==> src/rtl/gate_guard_pkg.sv <==
package gate_guard_pkg;

  // Per-phase gate state; bit 0 is the high gate, bit 1 the low gate.
  typedef enum logic [1:0] {
    G_OFF = 2'b00,
    G_HI  = 2'b01,
    G_LO  = 2'b10
  } gate_e;

  // Map a synchronized command pair onto the requested gate.
  function automatic gate_e decode_cmd(input logic hi, input logic lo_n);
    case ({hi, lo_n})
      2'b11:   decode_cmd = G_HI;
      2'b00:   decode_cmd = G_LO;
      default: decode_cmd = G_OFF;  // idle or interlock
    endcase
  endfunction

endpackage

==> src/rtl/gg_sync.sv <==
module gg_sync #(
  parameter int W = 1,
  parameter logic [W-1:0] RST_VAL = '0
) (
  input  logic         clk,
  input  logic         rst,
  input  logic [W-1:0] d,
  output logic [W-1:0] q
);

  logic [W-1:0] meta_q;
  logic [W-1:0] sync_q;

  always_ff @(posedge clk) begin
    if (rst) begin
      meta_q <= RST_VAL;
      sync_q <= RST_VAL;
    end else begin
      meta_q <= d;
      sync_q <= meta_q;
    end
  end

  assign q = sync_q;

endmodule

==> src/rtl/gg_phase.sv <==
module gg_phase
  import gate_guard_pkg::*;
#(
  parameter int DEAD_CYC = 150
) (
  input  logic clk,
  input  logic rst,
  input  logic hi_s,
  input  logic lo_n_s,
  input  logic uv_s,
  input  logic shut_n,
  output logic hi_gate,
  output logic lo_gate
);

  localparam int DW = $clog2(DEAD_CYC + 1);
  localparam logic [DW-1:0] DT_LOAD = DW'(DEAD_CYC);
  localparam logic [DW-1:0] DT_LAST = DW'(1);

  gate_e          req;
  gate_e          eff;
  gate_e          gate_q;
  gate_e          last_q;
  logic [DW-1:0]  dt_left_q;
  logic           armed_q;
  logic           idle_seen;
  logic           may_enter;

  assign req       = decode_cmd(hi_s, lo_n_s);
  assign idle_seen = !hi_s && lo_n_s;
  assign eff       = (armed_q && uv_s && shut_n) ? req : G_OFF;
  // Same side as last time needs no dead time; otherwise the window must end.
  assign may_enter = (eff == last_q) || (dt_left_q <= DT_LAST);

  // Re-arm only after an idle command while supply is healthy.
  always_ff @(posedge clk) begin
    if (rst)            armed_q <= 1'b0;
    else if (!uv_s)     armed_q <= 1'b0;
    else if (idle_seen) armed_q <= 1'b1;
  end

  always_ff @(posedge clk) begin
    if (rst) begin
      gate_q <= G_OFF;
    end else if (gate_q != G_OFF) begin
      if (eff != gate_q) gate_q <= G_OFF;
    end else if (eff != G_OFF && may_enter) begin
      gate_q <= eff;
    end
  end

  // Window reloads while a gate conducts and runs down once both are off.
  always_ff @(posedge clk) begin
    if (rst)                   dt_left_q <= '0;
    else if (gate_q != G_OFF)  dt_left_q <= DT_LOAD;
    else if (dt_left_q != '0)  dt_left_q <= dt_left_q - DW'(1);
  end

  always_ff @(posedge clk) begin
    if (rst)                  last_q <= G_OFF;
    else if (gate_q != G_OFF) last_q <= gate_q;
  end

  assign hi_gate = gate_q[0];
  assign lo_gate = gate_q[1];

endmodule

==> src/rtl/tri_phase_gate_guard.sv <==
module tri_phase_gate_guard #(
  parameter int NPH      = 3,
  parameter int DEAD_CYC = 150
) (
  input  logic           clk,
  input  logic           rst,
  input  logic [NPH-1:0] hi_cmd,
  input  logic [NPH-1:0] lo_cmd_n,
  input  logic           shut_n,
  input  logic           uv_ok,
  output logic [NPH-1:0] hi_gate,
  output logic [NPH-1:0] lo_gate
);

  localparam int SW = 2 * NPH + 1;
  localparam logic [SW-1:0] SYNC_RST = {1'b0, {NPH{1'b1}}, {NPH{1'b0}}};

  logic [SW-1:0]  raw;
  logic [SW-1:0]  synced;
  logic [NPH-1:0] hi_s;
  logic [NPH-1:0] lo_n_s;
  logic           uv_s;

  assign raw = {uv_ok, lo_cmd_n, hi_cmd};

  gg_sync #(.W(SW), .RST_VAL(SYNC_RST)) u_sync (
    .clk (clk),
    .rst (rst),
    .d   (raw),
    .q   (synced)
  );

  assign hi_s   = synced[NPH-1:0];
  assign lo_n_s = synced[2*NPH-1:NPH];
  assign uv_s   = synced[SW-1];

  for (genvar p = 0; p < NPH; p++) begin : g_phase
    gg_phase #(.DEAD_CYC(DEAD_CYC)) u_phase (
      .clk     (clk),
      .rst     (rst),
      .hi_s    (hi_s[p]),
      .lo_n_s  (lo_n_s[p]),
      .uv_s    (uv_s),
      .shut_n  (shut_n),
      .hi_gate (hi_gate[p]),
      .lo_gate (lo_gate[p])
    );
  end

endmodule

==> config.mk <==
export PLATFORM = sky130hd
export DESIGN_NAME = tri_phase_gate_guard
export DESIGN_NICKNAME = d
export VERILOG_FILES = /design/src/rtl/gate_guard_pkg.sv /design/src/rtl/gg_sync.sv /design/src/rtl/gg_phase.sv /design/src/rtl/tri_phase_gate_guard.sv
export SDC_FILE = /design/constraint.sdc
export NUM_CORES = 1
export LEC_CHECK = 0
export ABC_CLOCK_PERIOD_IN_PS = 1950
export BUFFER_PORTS_ARGS = -buffer_cell sky130_fd_sc_hd__buf_4
export CORE_MARGIN = 4
export CORE_UTILIZATION = 59
export DETAILED_ROUTE_END_ITERATION = 6
export GPL_ROUTABILITY_DRIVEN = 0
export PLACE_DENSITY = 0.88
export SKIP_LAST_GASP = 1
export SLEW_MARGIN = 5
export SYNTH_ARGS = -nofsm -noshare
export SYNTH_HDL_FRONTEND = slang
export SYNTH_HIERARCHICAL = 1
export SYNTH_SLANG_ARGS = --single-unit
==> constraint.sdc <==
create_clock -name clk -period 1.95 [get_ports clk]
set_input_delay 0.195 -clock clk [delete_from_list [all_inputs] [get_ports clk]]
set_output_delay 0.195 -clock clk [all_outputs]
set_load 0.02 [all_outputs]
# Word-level counts from Yosys, hierarchy flattened
# Index checks and enable logic that the tools add are counted.
dict set report totals {
  register_bits 53
  out_inout_bits 6
  word_cells 100
}
dict set report op_classes {
  addsub 3
  n_lt_le_gt_ge 3
  n_eq_ne 12
  mux 21
  bitwise_logic 1
  reduce_logical 43
}
# operator n
set ops {}
lappend ops {{8-bit two-way mux} 6}
lappend ops {{8-bit by 1-bit <= comparator with 1-bit output, second input constant} 3}
lappend ops {{2-bit two-way mux} 12}
lappend ops {{2-bit nonzero test} 12}
lappend ops {{8-bit nonzero test} 3}
lappend ops {{8-bit by 1-bit subtractor with 8-bit output, second input constant} 3}
lappend ops {{1-bit logical AND} 12}
lappend ops {{2-bit one-hot mux with 2 select lines} 3}
lappend ops {{2-bit OR reduction} 4}
lappend ops {{2-bit equality test} 3}
lappend ops {{2-bit equality test, second input constant} 3}
lappend ops {{2-bit logical NOT} 3}
lappend ops {{2-bit != test} 3}
lappend ops {{2-bit != test, second input constant} 3}
lappend ops {{2-bit AND reduction} 3}
lappend ops {{1-bit logical NOT} 3}
lappend ops {{1-bit logical OR} 3}
lappend ops {{1-bit inverter} 1}

# Logic depth before layout (Yosys ltp)
# Gate-level depths: netlist of the first run.
dict set report logic_depth {
  depth_word 8
  ltp_mapped 5
  depth_no_buf 5
}

# By module
# The synthesis of the first run kept the hierarchy.
# module n_inst cells_each area_each_um2
set modules_own_cells {}
lappend modules_own_cells {gg_phase 3 74 656.9}
lappend modules_own_cells {gg_sync 1 29 384.1}

# Worst setup path before layout of the first run
# OpenSTA, ideal clock, no wires.
dict set report synth_timing {
  path_type {flip-flop to flip-flop}
  startpoint {register g_phase[0].u_phase.dt_left_q[0]}
  endpoint {register g_phase[0].u_phase.dt_left_q[1]}
  setup_time_ps 91
  arrival_ps 1534
  t_required_ps 1859
  slack_ps 325
  path_stages_with_launch 6
  synth_period_minus_slack_ps 1625
  path_cell_list {dfxtp_1 inv_1 ha_1 or3b_2 o211a_1 a311oi_1}
}
dict set report synth_via {
  elab_chain_len 3
  word_cells_on_any_way 5
  classes_between {1 x add/sub; 2 x mux; 2 x reduce/logical}
}
# element line_no
set synth_lines {}
lappend synth_lines {{from (decl)} gg_phase.sv:24} ;# logic [DW-1:0] dt_left_q;
lappend synth_lines {{from (signal assigned)} gg_phase.sv:56} ;# else if (dt_left_q != '0) dt_left_q <= dt_left_q - DW'(1);
lappend synth_lines {{8-bit by 1-bit subtractor with 8-bit output} gg_phase.sv:56}
lappend synth_lines {{8-bit two-way mux} gg_phase.sv:56}
lappend synth_lines {{8-bit two-way mux} gg_phase.sv:55} ;# else if (gate_q != G_OFF) dt_left_q <= DT_LOAD;
# Parallel ways exist; a longest one is shown, timed or not. The select of a mux whose other input is x is not followed.
# A chain may end at the register's enable or synchronous reset.

# Worst setup path in the final report of the first run
dict set report layout_timing {
  startpoint {register g_phase[1].u_phase.dt_left_q[1]}
  endpoint {register g_phase[1].u_phase.dt_left_q[1]}
}
dict set report layout_via {
  elab_chain_len 3
  word_cells_on_any_way 5
  classes_between {1 x add/sub; 2 x mux; 2 x reduce/logical}
}
# element line_no
set layout_lines {}
lappend layout_lines {{from (decl)} gg_phase.sv:24}
lappend layout_lines {{from (signal assigned)} gg_phase.sv:56}
lappend layout_lines {{8-bit by 1-bit subtractor with 8-bit output} gg_phase.sv:56}
lappend layout_lines {{8-bit two-way mux} gg_phase.sv:56}
lappend layout_lines {{8-bit two-way mux} gg_phase.sv:55}
# Parallel ways exist; a longest one is shown, timed or not. The select of a mux whose other input is x is not followed.

==> impl_metrics.prom, run 1 <==
# TYPE chip_impl_metric gauge
chip_impl_info{name="status",value="finished clean"} 1
chip_impl_metric{name="remaining_drc_errors",unit=""} 0
chip_impl_metric{name="antennaDiodeCount",unit=""} 0
chip_impl_metric{name="max_cap_violations",unit=""} 0
chip_impl_metric{name="layout_setup_ws",unit="ns"} 0.117
chip_impl_metric{name="final_cell_count_no_fill",unit=""} 321
chip_impl_metric{name="cts.sinks",unit=""} 53
chip_impl_metric{name="floorplan.initialDensity",unit="%"} 62.4
chip_impl_metric{name="power_density",unit="mW/mm²"} 1610
chip_impl_info{name="ys.flop_type",value="dfxtp_1"} 1
chip_impl_metric{name="cts-root-to-sink-buffers",unit=""} 2
chip_impl_metric{name="ctsHtreeMaxLevel",unit=""} 2
chip_impl_metric{name="grt_pass1_wl",unit="mm"} 7.56
chip_impl_metric{name="port_buffers",unit=""} 15
chip_impl_info{name="crit_slowest_cell",value="or3b_2"} 1
chip_impl_metric{name="timing.setup.tns",unit="ns"} 0
chip_impl_metric{name="synthArstFlopShare",unit="%"} 0
chip_impl_metric{name="fp.coreArea",unit="mm²"} 0.00377
chip_impl_metric{name="placement.setup.worst_slack",unit="ns"} 0.195
chip_impl_metric{name="netlist_instances",unit=""} 251
chip_impl_info{name="kind_of_start_point_of_the_critical_path",value="flop"} 1
chip_impl_metric{name="final.setup_skew",unit="ns"} 0.00980
chip_impl_metric{name="worst_ep_arrival_time",unit="ns"} 2.05
chip_impl_metric{name="routed_wire_per_std_cell",unit="µm"} 14.1
chip_impl_metric{name="final_max_slew_viol_count",unit=""} 0
chip_impl_metric{name="ys_seq_elements",unit=""} 53
chip_impl_info{name="hold_path.class",value="primary input to flop"} 1
chip_impl_info{name="critPathCaptureType",value="flop"} 1
chip_impl_metric{name="chipHeight",unit="µm"} 71.2
chip_impl_metric{name="drt_iter0_drc",unit=""} 86
chip_impl_info{name="clock_tree.root_cell",value="clkbuf_8"} 1
chip_impl_metric{name="numCtsBuffers",unit=""} 5
chip_impl_metric{name="finalCoreUtilization",unit="%"} 70.7
chip_impl_metric{name="finalNetCount",unit=""} 291
chip_impl_metric{name="die_outline_width",unit="µm"} 71.2
chip_impl_info{name="path_cells",value="inv_1, ha_1, or3b_2, o211a_1, a311oi_1"} 1
chip_impl_metric{name="highest_attainable_clock_frequency",unit="MHz"} 545
chip_impl_metric{name="finalSetupViolations",unit=""} 0
chip_impl_metric{name="floorplan.io_pins",unit=""} 16
chip_impl_metric{name="grt_start_max_net_pins",unit=""} 42
chip_impl_metric{name="max_stage_delay",unit="ns"} 0.51
chip_impl_metric{name="post_dp_cell_area",unit="mm²"} 0.00253
chip_impl_metric{name="cp.buffers_inverters",unit=""} 1
chip_impl_metric{name="p_leak",unit="nW"} 1.03
chip_impl_metric{name="area_growth_syn_to_fin",unit="%"} 13.2
chip_impl_metric{name="drive_gt1_share",unit="%"} 13.9
chip_impl_metric{name="ys_warn_count",unit=""} 6
chip_impl_metric{name="clk_transition_reported_paths",unit="ns"} 0.10
chip_impl_metric{name="mappedNetlistArea",unit="mm²"} 0.00235
chip_impl_metric{name="detailedPlacementHpwl",unit="mm"} 3.07
chip_impl_info{name="clock_tree_from_tritoncts",value="yes"} 1
chip_impl_metric{name="wirelength",unit="mm"} 4.51
chip_impl_metric{name="cts.repair.resized",unit=""} 0
chip_impl_metric{name="antenna_found_initial",unit=""} 0
chip_impl_metric{name="timing_hold_violations_final",unit=""} 0
chip_impl_metric{name="yosysUniqueCellTypes",unit=""} 32
chip_impl_metric{name="antenna_violating_nets_left",unit=""} 0
chip_impl_metric{name="clkLatencyLatePin",unit="ns"} 0.31
chip_impl_metric{name="synth-edff-count",unit=""} 0
chip_impl_metric{name="final.period_utilization",unit="%"} 94.0
chip_impl_metric{name="worst_slew_pin_slew",unit="ns"} 0.411
chip_impl_metric{name="final_design_area_no_fill",unit="mm²"} 0.00267
chip_impl_info{name="synth_top_area_cell",value="dfxtp_1"} 1
chip_impl_metric{name="drt-pass1-iter-count",unit=""} 4
chip_impl_metric{name="total_routing_usage_gr",unit="%"} 18.5
chip_impl_metric{name="timing.critical_path.required",unit="ns"} 2.17
chip_impl_metric{name="floorplan.rows",unit=""} 22
chip_impl_metric{name="worst_ir_drop_vdd",unit="V"} 0.000844
chip_impl_metric{name="routed_via_density",unit=""} 5.88
chip_impl_metric{name="placedCellCount",unit=""} 313
chip_impl_metric{name="postCtsSetupBuffers",unit=""} 0
chip_impl_info{name="timing_worst_setup_path_type",value="flop to flop"} 1
chip_impl_metric{name="hold_buffers",unit=""} 0
chip_impl_info{name="critPathTopFamily",value="simple AND/OR/NAND/NOR gates"} 1
chip_impl_metric{name="grt_pass1_vias",unit=""} 1701
chip_impl_metric{name="syn_avg_cell_area",unit="µm²"} 9.38
chip_impl_metric{name="synth.yosys.seq_area_share",unit="%"} 45.1
chip_impl_metric{name="design.die.area",unit="mm²"} 0.00507
chip_impl_metric{name="timing.max_slew.rel_slack",unit="%"} 72.5
chip_impl_metric{name="postSynthNetCount",unit=""} 270
chip_impl_metric{name="synth_top_area_share",unit="%"} 45.1
chip_impl_metric{name="timing.critical_path.fanout_max",unit=""} 7
chip_impl_metric{name="num_vias",unit=""} 1888
chip_impl_metric{name="overflow",unit=""} 0
chip_impl_info{name="synth.area.top_cells",value="dfxtp_1 45%, a31oi_1 5.6%, ha_1 4.8%"} 1
chip_impl_info{name="rsz0062_at_grt",value="no"} 1
chip_impl_metric{name="timing.final.crit_period",unit="ns"} 1.83
## through the flow
| step | hold WS (ns) | power (mW) |
|---|---|---|
| 6_report | 0.0617 | 4.28 |
| 5_1_grt | 0.0615 | 4.62 |
| 4_1_cts | 0.0532 | 4.28 |
| 3_5_place_dp | 0.379 | 3.37 |
| 3_3_place_gp | 0.373 | 3.31 |
| 2_1_floorplan | 0.292 | 2.92 |
## worst reg2reg max path, stage by stage (launching register included)
cell and delay [ns]:
dfxtp_1 0.34, inv_1 0.13, ha_1 0.29, or3b_2 0.51
o211a_1 0.23, a311oi_1 0.25
## cell usage in the layout, fill, tap and decap left out, drive strengths merged
master / n
a211o: 6
a211oi: 3
a21o: 3
a21oi: 15
a311oi: 3
a31oi: 21
and2b: 4
buf: 18
bufinv: 2
clkbuf: 5
dfxtp: 53
ha: 9
inv: 22
nand2: 6
nand2b: 3
nand4b: 3
nor2: 15
nor2b: 7
nor3: 6
nor3b: 3
nor4: 3
nor4b: 3
o2111ai: 3
o211a: 3
o21ai: 6
o311ai: 3
o31ai: 6
or2: 6
or3: 12
or3b: 6
or4: 12
xnor2: 3
## cell usage after synthesis, types with 4 or more instances
| master | instances |
|---|---|
| a31oi_1 | 21 |
| nor2b_1 | 7 |
| inv_1 | 21 |
| or2_1 | 6 |
| or3b_2 | 6 |
| and2b_1 | 4 |
| ha_1 | 9 |
| dfxtp_1 | 53 |
| or4_1 | 9 |
| a21oi_1 | 15 |
| o21ai_0 | 6 |
| a211o_1 | 6 |
| nor3_1 | 6 |
| o31ai_1 | 6 |
| or3_1 | 12 |
| nand2_1 | 6 |
| nor2_1 | 15 |
## state kept, by name, indices dropped and copies added, names as in the netlist
name and cells:
g_phase.u_phase/dt_left_q 24, u_sync/meta_q 7, u_sync/q 7, g_phase.u_phase/gate_q 6, g_phase.u_phase/last_q 6, g_phase.u_phase/armed_q 3
## cell type report
type | count | area (µm²)
Clock buffer | 5 | 68.8
Multi-Input combinational cell | 173 | 1190
Tap cell | 48 | 60.1
Fill cell | 307 | 1110
Sequential cell | 53 | 1060
Clock inverter | 3 | 68.8
Timing Repair Buffer | 18 | 135
Inverter | 21 | 78.8
## kinds of logic (layout without fill, tap and decap cells)
logic type               after synthesis  count (layout)  synth area share, %
AND/OR/NAND/NOR                       89              89                 23.9
AO/OA/AOI/OAI                         72              72                 20.9
flip-flops                            53              53                 45.1
buffers and inverters                 25              47                 4.30
adder cells (fa/ha/maj)                9               9                 4.78
XOR/XNOR                               3               3                 1.12
## power breakdown
| part | total [mW] | internal [mW] | switching (mW) |
|---|---|---|---|
| logic | 1.78 | 0.876 | 0.906 |
| clock network | 0.886 | 0.516 | 0.370 |
| registers | 1.62 | 1.33 | 0.286 |
## final timing paths
kind	startpoint	endpoint	slack, ns	cells past startpoint
max	g_phase[1].u_phase/dt_left_q[1]$_SDFFE_PP0P_	g_phase[1].u_phase/dt_left_q[1]$_SDFFE_PP0P_	0.12	5
max reg2reg	g_phase[1].u_phase/dt_left_q[1]$_SDFFE_PP0P_	g_phase[1].u_phase/dt_left_q[1]$_SDFFE_PP0P_	0.12	5
min reg2reg	u_sync/meta_q[3]$_SDFF_PP1_	u_sync/q[3]$_SDFF_PP1_	0.41	1
min	lo_cmd_n[0]	u_sync/meta_q[3]$_SDFF_PP1_	0.06	2
## metal layers
metal | track usage [%] | wire length, µm | part of all wire (%) | vias up
met2 | 29.3 | 2070 | 46 | 38
met3 | 5.40 | 224 | 5.0 | 7
met1 | 23.9 | 2140 | 48 | 865
met5 | 0 | 0 | 0 | -
met4 | 6.68 | 71 | 1.6 | 0
li1 | - | - | - | 978
No activity file was read; power rests on OpenSTA's default activity.
==> run 2: changes to the inputs <==
SYNTH_HIERARCHICAL = not set   (was 1)
==> run 2 against run 1 <==
  * Die area did not move
  * Clock skew fell by 0.0021 ns
  * Via count fell by 3.4%
  * Core utilization fell by 2.5 points
  * Clock power fell by 26%
  * Setup slack improved by 0.17 ns
  * Register-to-register slack improved by 0.17 ns
  * Synthesized cell count rose by 5.2%
  * Final cell count rose by 1.6%
  * Power fell by 17%
  * Sequential power fell by 6%
  * Sequential share of layout area rose by 1.4 points
  * Largest cell class unchanged
  * Largest power group is now registers
==> impl_metrics.prom, run 2 <==
# TYPE chip_impl_metric gauge
chip_impl_metric{name="reg2reg_setup_slack",unit="ns"} 0.29
chip_impl_metric{name="synth.yosys.seq_area_share",unit="%"} 45.1
chip_impl_metric{name="largest_register_ffs",unit=""} 24
chip_impl_metric{name="cts.repair.resized",unit=""} 0
chip_impl_info{name="status",value="finished clean"} 1
chip_impl_metric{name="total_routing_usage_gr",unit="%"} 18.0
chip_impl_metric{name="register_to_register_path_depth",unit=""} 6
chip_impl_metric{name="mappedNetlistArea",unit="mm²"} 0.00235
chip_impl_metric{name="synthArstFlopShare",unit="%"} 0
chip_impl_metric{name="final.period_utilization",unit="%"} 85.4
chip_impl_metric{name="cts.sinks",unit=""} 53
chip_impl_info{name="synth_most_common_cell",value="dfxtp_1"} 1
chip_impl_metric{name="fp.coreArea",unit="mm²"} 0.00377
chip_impl_metric{name="postSynthNetCount",unit=""} 283
chip_impl_metric{name="power.share.sequential",unit="%"} 43.0
chip_impl_metric{name="worst_ep_arrival_time",unit="ns"} 1.85
chip_impl_metric{name="drt-pass1-iter-count",unit=""} 4
chip_impl_metric{name="finalSetupViolations",unit=""} 0
chip_impl_info{name="synth.area.top_cells",value="dfxtp_1 45%, nor2_1 5.6%, ha_1 4.8%"} 1
chip_impl_info{name="largest_register",value="g_phase.u_phase.dt_left_q"} 1
chip_impl_info{name="synth.cells.most_frequent",value="53 x dfxtp_1, 35 x nor2_1, 22 x a21oi_1, 19 x inv_1, 16 x nand2_1"} 1
chip_impl_metric{name="ys_warn_count",unit=""} 0
chip_impl_metric{name="multi_input_comb_area",unit="mm²"} 0.00116
chip_impl_metric{name="antennaDiodeCount",unit=""} 0
chip_impl_metric{name="yosysUniqueCellTypes",unit=""} 37
chip_impl_metric{name="hold_buffers",unit=""} 0
chip_impl_metric{name="final_cell_count_no_fill",unit=""} 326
chip_impl_info{name="mostFrequentLayoutCells",value="53 x dfxtp_1, 35 x nor2_1, 22 x a21oi_1, 19 x inv_1"} 1
chip_impl_metric{name="remaining_drc_errors",unit=""} 0
chip_impl_metric{name="syn_avg_cell_area",unit="µm²"} 8.92
chip_impl_metric{name="clockPowerShare",unit="%"} 18.5
chip_impl_metric{name="final_max_slew_viol_count",unit=""} 0
chip_impl_metric{name="ys_seq_elements",unit=""} 53
chip_impl_info{name="timing_worst_setup_path_type",value="flop to flop"} 1
chip_impl_metric{name="pwr-share-comb",unit="%"} 38.4
chip_impl_metric{name="routed_via_density",unit=""} 5.60
chip_impl_metric{name="cts-root-to-sink-buffers",unit=""} 2
chip_impl_metric{name="floorplan.io_pins",unit=""} 16
chip_impl_metric{name="regArea",unit="mm²"} 0.00106
chip_impl_metric{name="finalNetCount",unit=""} 296
chip_impl_metric{name="clkLatencyLatePin",unit="ns"} 0.31
chip_impl_metric{name="chipHeight",unit="µm"} 71.2
chip_impl_metric{name="max_cap_violations",unit=""} 0
chip_impl_metric{name="grt_pass1_vias",unit=""} 1651
chip_impl_metric{name="timing.max_slew.rel_slack",unit="%"} 68.3
chip_impl_metric{name="overflow",unit=""} 0
chip_impl_metric{name="internal-power",unit="mW"} 2.19
chip_impl_metric{name="antenna_violating_nets_left",unit=""} 0
chip_impl_metric{name="area_growth_syn_to_fin",unit="%"} 9.25
chip_impl_metric{name="worst_ir_drop_vdd",unit="V"} 0.000792
chip_impl_metric{name="die_outline_width",unit="µm"} 71.2
chip_impl_metric{name="synth-edff-count",unit=""} 0
chip_impl_info{name="ys.flop_type",value="dfxtp_1"} 1
chip_impl_metric{name="clk_transition_reported_paths",unit="ns"} 0.10
chip_impl_metric{name="p_leak",unit="nW"} 0.997
chip_impl_metric{name="timing.critical_path.fanout_max",unit=""} 6
chip_impl_metric{name="timing_hold_violations_final",unit=""} 0
chip_impl_metric{name="detailedPlacementHpwl",unit="mm"} 2.99
chip_impl_info{name="clock_tree.root_cell",value="clkbuf_8"} 1
chip_impl_metric{name="drt_iter0_drc",unit=""} 149
chip_impl_metric{name="num_vias",unit=""} 1824
chip_impl_info{name="rsz0062_at_grt",value="no"} 1
chip_impl_metric{name="postCtsSetupBuffers",unit=""} 0
chip_impl_metric{name="floorplan.rows",unit=""} 22
chip_impl_info{name="layout.cells.most_common",value="dfxtp_1"} 1
chip_impl_metric{name="worst_slew_pin_slew",unit="ns"} 0.472
chip_impl_metric{name="timing.final.crit_period",unit="ns"} 1.66
chip_impl_info{name="hold_path.class",value="primary input to flop"} 1
chip_impl_metric{name="power_density",unit="mW/mm²"} 1380
chip_impl_metric{name="netlist_instances",unit=""} 264
chip_impl_metric{name="min_path_cells",unit=""} 2
chip_impl_metric{name="placedCellCount",unit=""} 318
chip_impl_info{name="synth_top_area_cell",value="dfxtp_1"} 1
chip_impl_info{name="clock_tree_from_tritoncts",value="yes"} 1
chip_impl_metric{name="num-fill-cells",unit=""} 281
chip_impl_metric{name="sw_frac_of_total",unit="%"} 38.2
chip_impl_metric{name="antenna_found_initial",unit=""} 0
chip_impl_metric{name="floorplan.initialDensity",unit="%"} 62.4
chip_impl_metric{name="grt_pass1_wl",unit="mm"} 7.28
chip_impl_metric{name="synth_top_area_share",unit="%"} 45.1
chip_impl_metric{name="ctsHtreeMaxLevel",unit=""} 2
chip_impl_metric{name="grt_start_max_net_pins",unit=""} 21
chip_impl_metric{name="routed_wire_per_std_cell",unit="µm"} 12.8
chip_impl_metric{name="timing.setup.tns",unit="ns"} 0
chip_impl_metric{name="drive_gt1_share",unit="%"} 14.0
chip_impl_metric{name="timing.critical_path.required",unit="ns"} 2.13
chip_impl_metric{name="numCtsBuffers",unit=""} 5
chip_impl_info{name="critPathCaptureType",value="flop"} 1
chip_impl_metric{name="port_buffers",unit=""} 15
chip_impl_metric{name="final.setup_skew",unit="ns"} 0.00771
chip_impl_metric{name="design.die.area",unit="mm²"} 0.00507
chip_impl_info{name="kind_of_start_point_of_the_critical_path",value="flop"} 1
chip_impl_metric{name="highest_attainable_clock_frequency",unit="MHz"} 601
chip_impl_metric{name="p_sw",unit="mW"} 1.35
chip_impl_metric{name="wirelength",unit="mm"} 4.16
run 2: changes by cell type after synthesis, moves of 7 or more:
cell,before,now
or3_1,12,4
nand3_1,0,8
a31oi_1,21,9
nand2_1,6,16
nor2_1,15,35
a21oi_1,15,22
run 2: kinds of logic after synthesis:
group                    count (synthesis)  synth area share (%)
flip-flops                              53                  45.1
adder cells (fa/ha/maj)                  9                  4.78
buffers and inverters                   29                  5.58
AND/OR/NAND/NOR                        115                  27.0
multiplexers                             5                  2.13
XOR/XNOR                                 9                  3.35
AO/OA/AOI/OAI                           44                  12.1
run 2: path summary, 6_finish.rpt:
path / from / endpoint
min reg2reg: u_sync.meta_q[5]$_SDFF_PP1_ / u_sync.q[5]$_SDFF_PP1_
max: g_phase[0].u_phase.dt_left_q[0]$_SDFFE_PP0P_ / g_phase[0].u_phase.dt_left_q[1]$_SDFFE_PP0P_
min: lo_cmd_n[1] / u_sync.meta_q[4]$_SDFF_PP1_
max reg2reg: g_phase[0].u_phase.dt_left_q[0]$_SDFFE_PP0P_ / g_phase[0].u_phase.dt_left_q[1]$_SDFFE_PP0P_
run 2: layer usage:
layer,share of wire (%),global-route usage (%)
met1,48,23.3
met2,46,27.4
met3,4.8,4.55
met4,1.6,9.19
met5,0,0
run 2: through the flow:
stage | total power [mW] | utilization [%] | instance area (µm²) | hold WS, ns | setup WS (ns)
2_1_floorplan | 2.62 | - | 2350 | 0.299 | 0.512
3_3_place_gp | 2.84 | 65.6 | 2470 | 0.381 | 0.427
3_5_place_dp | 2.89 | 65.6 | 2470 | 0.383 | 0.342
4_1_cts | 3.56 | 68.2 | 2570 | 0.0469 | 0.312
5_1_grt | 3.84 | 68.2 | 2570 | 0.0343 | 0.102
6_report | 3.54 | 68.2 | 2570 | 0.0561 | 0.285
run 2: critical path: stages (launching register included):
cell and delay (ns):
dfxtp_1 0.38, inv_1 0.11, ha_1 0.17, nor3b_1 0.33
nand2_1 0.22, nor4_1 0.24, a311oi_1 0.09
run 2: final cells by class:
class	instances	area share [%]
clock inverter	3	1.12
timing repair buffer	16	4.67
inverter	19	2.77
tap	48	2.33
clock buffer	5	2.68
multi-input combinational	182	45.2
sequential	53	41.2
run 2: power groups by stage:
stage / combinational, mW / clock [mW] / sequential (mW)
final: 1.36 / 0.656 / 1.52
after global routing: 1.57 / 0.721 / 1.55
after CTS: 1.36 / 0.679 / 1.52
after detailed placement: 1.35 / 0 / 1.54
after global placement: 1.31 / 0 / 1.53
after floorplan: 1.13 / 0 / 1.49
==> run 3: changes to the inputs <==
CELL_PAD_IN_SITES_DETAIL_PLACEMENT = 1   (was not set)
CELL_PAD_IN_SITES_GLOBAL_PLACEMENT = 1   (was not set)
CORE_UTILIZATION = 31   (was 59)
PLACE_DENSITY = 0.67   (was 0.88)
==> run 3 against run 2 <==
  * Final cell count grew 16%
  * Clock-buffer cell count is the same
  * Combinational power hardly changed
  * Power up 0.69%
  * Sequential power hardly changed
  * Hold slack about the same
  * Critical path depth decreased by 2
  * Setup slack improved by 0.045 ns
  * Register-to-register slack gained 0.04 ns
  * Core utilization fell by 32 points
  * Clock skew fell by 0.0023 ns
  * Non-clock buffer count did not move
  * Largest power group unchanged
==> impl_metrics.prom, run 3 (synthesized netlist as in run 2, its figures left out) <==
# TYPE chip_impl_metric gauge
chip_impl_metric{name="placedCellCount",unit=""} 369
chip_impl_info{name="hold_path.startpoint",value="lo_cmd_n[2]"} 1
chip_impl_metric{name="finalNetCount",unit=""} 296
chip_impl_info{name="path_cells",value="nor4_4, o2111ai_1, and3_1, a2111oi_2"} 1
chip_impl_metric{name="final_cell_count_no_fill",unit=""} 377
chip_impl_info{name="largest_register",value="g_phase.u_phase.dt_left_q"} 1
chip_impl_metric{name="timing_hold_violations_final",unit=""} 0
chip_impl_metric{name="clkLatencyLatePin",unit="ns"} 0.31
chip_impl_metric{name="design.die.area",unit="mm²"} 0.00905
chip_impl_metric{name="timing.critical_path.fanout_max",unit=""} 5
chip_impl_metric{name="ctsHtreeMaxLevel",unit=""} 2
chip_impl_metric{name="timing.setup.tns",unit="ns"} 0
chip_impl_metric{name="min_path_cells",unit=""} 2
chip_impl_metric{name="worst_slew_pin_slew",unit="ns"} 0.475
chip_impl_info{name="regToRegEndpoint",value="g_phase[1].u_phase.gate_q[0]$_SDFFE_PP0P_"} 1
chip_impl_metric{name="timing.final.crit_period",unit="ns"} 1.62
chip_impl_metric{name="overflow",unit=""} 0
chip_impl_metric{name="clk_transition_reported_paths",unit="ns"} 0.11
chip_impl_info{name="critPathCaptureType",value="flop"} 1
chip_impl_metric{name="routed_via_density",unit=""} 4.73
chip_impl_metric{name="p_sw",unit="mW"} 1.37
chip_impl_metric{name="antenna_found_initial",unit=""} 0
chip_impl_metric{name="antenna_violating_nets_left",unit=""} 0
chip_impl_metric{name="routed_wire_per_std_cell",unit="µm"} 12.5
chip_impl_metric{name="die_outline_width",unit="µm"} 95.2
chip_impl_metric{name="remaining_drc_errors",unit=""} 0
chip_impl_info{name="kind_of_start_point_of_the_critical_path",value="flop"} 1
chip_impl_metric{name="final_max_slew_viol_count",unit=""} 0
chip_impl_metric{name="total_routing_usage_gr",unit="%"} 11.3
chip_impl_info{name="holdPathEnd",value="u_sync.meta_q[5]$_SDFF_PP1_"} 1
chip_impl_info{name="rsz0062_at_grt",value="no"} 1
chip_impl_metric{name="floorplan.rows",unit=""} 31
chip_impl_metric{name="reg2reg_setup_slack",unit="ns"} 0.33
chip_impl_metric{name="timing.max_slew.rel_slack",unit="%"} 68.0
chip_impl_metric{name="floorplan.io_pins",unit=""} 16
chip_impl_metric{name="drt-pass1-iter-count",unit=""} 4
chip_impl_metric{name="max_stage_delay",unit="ns"} 0.43
chip_impl_metric{name="detailedPlacementHpwl",unit="mm"} 3.46
chip_impl_metric{name="chipHeight",unit="µm"} 95.2
chip_impl_info{name="layout.cells.most_common",value="dfxtp_1"} 1
chip_impl_metric{name="fp.coreArea",unit="mm²"} 0.00733
chip_impl_metric{name="grt_pass1_vias",unit=""} 1773
chip_impl_info{name="mostFrequentLayoutCells",value="53 x dfxtp_1, 35 x nor2_1, 22 x a21oi_1, 19 x inv_1"} 1
chip_impl_metric{name="final.setup_skew",unit="ns"} 0.00543
chip_impl_info{name="critPathTopFamily",value="simple AND/OR/NAND/NOR gates"} 1
chip_impl_metric{name="internal-power",unit="mW"} 2.19
chip_impl_metric{name="drive_gt1_share",unit="%"} 14.4
chip_impl_info{name="hold_path.class",value="primary input to flop"} 1
chip_impl_metric{name="hold_buffers",unit=""} 0
chip_impl_metric{name="cts.sinks",unit=""} 53
chip_impl_metric{name="cp.buffers_inverters",unit=""} 0
chip_impl_metric{name="clockPowerShare",unit="%"} 18.7
chip_impl_metric{name="cts-root-to-sink-buffers",unit=""} 2
chip_impl_metric{name="num_vias",unit=""} 1783
chip_impl_info{name="clock_tree_from_tritoncts",value="yes"} 1
chip_impl_metric{name="max_cap_violations",unit=""} 0
chip_impl_metric{name="worst_ep_arrival_time",unit="ns"} 1.84
chip_impl_metric{name="antennaDiodeCount",unit=""} 0
chip_impl_metric{name="numCtsBuffers",unit=""} 5
chip_impl_metric{name="highest_attainable_clock_frequency",unit="MHz"} 617
chip_impl_metric{name="floorplan.initialDensity",unit="%"} 32.1
chip_impl_metric{name="register_to_register_path_depth",unit=""} 4
chip_impl_metric{name="area_growth_syn_to_fin",unit="%"} 12.1
chip_impl_metric{name="finalSetupViolations",unit=""} 0
chip_impl_metric{name="pwr-share-comb",unit="%"} 38.5
chip_impl_metric{name="grt_start_max_net_pins",unit=""} 22
chip_impl_metric{name="power.share.sequential",unit="%"} 42.8
chip_impl_metric{name="port_buffers",unit=""} 15
chip_impl_metric{name="p_leak",unit="nW"} 0.999
chip_impl_metric{name="final.period_utilization",unit="%"} 83.1
chip_impl_metric{name="grt_pass1_wl",unit="mm"} 8.26
chip_impl_metric{name="postCtsSetupBuffers",unit=""} 0
chip_impl_info{name="crit_slowest_cell",value="nor4_4"} 1
chip_impl_metric{name="wirelength",unit="mm"} 4.72
chip_impl_info{name="launch_point_of_the_worst_reg_to_reg_path",value="g_phase[1].u_phase.dt_left_q[5]$_SDFFE_PP0P_"} 1
chip_impl_info{name="clock_tree.root_cell",value="clkbuf_8"} 1
chip_impl_info{name="timing_worst_setup_path_type",value="flop to flop"} 1
chip_impl_metric{name="drt_iter0_drc",unit=""} 54
chip_impl_info{name="status",value="finished clean"} 1
chip_impl_metric{name="timing.critical_path.required",unit="ns"} 2.17
chip_impl_metric{name="power_density",unit="mW/mm²"} 1350
chip_impl_metric{name="sw_frac_of_total",unit="%"} 38.4
chip_impl_metric{name="cts.repair.resized",unit=""} 0
chip_impl_metric{name="worst_ir_drop_vdd",unit="V"} 0.000393
chip_impl_metric{name="largest_register_ffs",unit=""} 24
run 3: worst max path at each step:
stage                                            startpoint                                           end  slack (ns)  cells past startpoint
5_1_grt        g_phase[0].u_phase.dt_left_q[2]$_SDFFE_PP0P_  g_phase[0].u_phase.dt_left_q[1]$_SDFFE_PP0P_        0.07                      4
6_report       g_phase[1].u_phase.dt_left_q[5]$_SDFFE_PP0P_     g_phase[1].u_phase.gate_q[0]$_SDFFE_PP0P_        0.33                      4
4_1_cts        g_phase[0].u_phase.dt_left_q[0]$_SDFFE_PP0P_  g_phase[0].u_phase.dt_left_q[1]$_SDFFE_PP0P_        0.24                      6
3_5_place_dp   g_phase[0].u_phase.dt_left_q[0]$_SDFFE_PP0P_  g_phase[0].u_phase.dt_left_q[1]$_SDFFE_PP0P_        0.26                      6
3_3_place_gp   g_phase[1].u_phase.dt_left_q[5]$_SDFFE_PP0P_     g_phase[1].u_phase.gate_q[0]$_SDFFE_PP0P_        0.36                      4
2_1_floorplan  g_phase[1].u_phase.dt_left_q[0]$_SDFFE_PP0P_  g_phase[1].u_phase.dt_left_q[7]$_SDFFE_PP0P_        0.51                      4
run 3: metal layers:
metal / vias to the layer above / track usage, % / wire (µm)
met2: 18 / 17.8 / 2100
met3: 5 / 2.53 / 138
met4: 0 / 3.61 / 62
li1: 934 / - / -
met1: 826 / 15.4 / 2410
met5: - / 0 / 0
run 3: final cells by class:
cell class | instances | area (µm²)
clock buffers | 5 | 68.8
fillers | 874 | 4690
well taps | 99 | 124
inverters | 19 | 71.3
flip-flops and latches | 53 | 1060
clock inverters | 3 | 26.3
repair buffers | 16 | 120
multi-input cells | 182 | 1170
run 3: through the flow:
stage	utilization [%]	total power [mW]	worst slack, ns	area (µm²)	hold WS, ns
floorplan	-	2.62	0.512	2350	0.299
global placement	34.6	2.89	0.356	2540	0.380
detailed placement	34.6	2.92	0.265	2540	0.383
CTS	35.9	3.60	0.242	2630	0.0452
global route	36.0	3.90	0.0694	2640	0.0434
finish	36.0	3.56	0.330	2640	0.0564
run 3: power groups by stage:
stage / registers [mW] / logic [mW] / clock network [mW]
floorplan: 1.49 / 1.13 / 0
global placement: 1.54 / 1.35 / 0
detailed placement: 1.55 / 1.37 / 0
CTS: 1.52 / 1.38 / 0.698
global route: 1.56 / 1.60 / 0.737
finish: 1.53 / 1.37 / 0.667
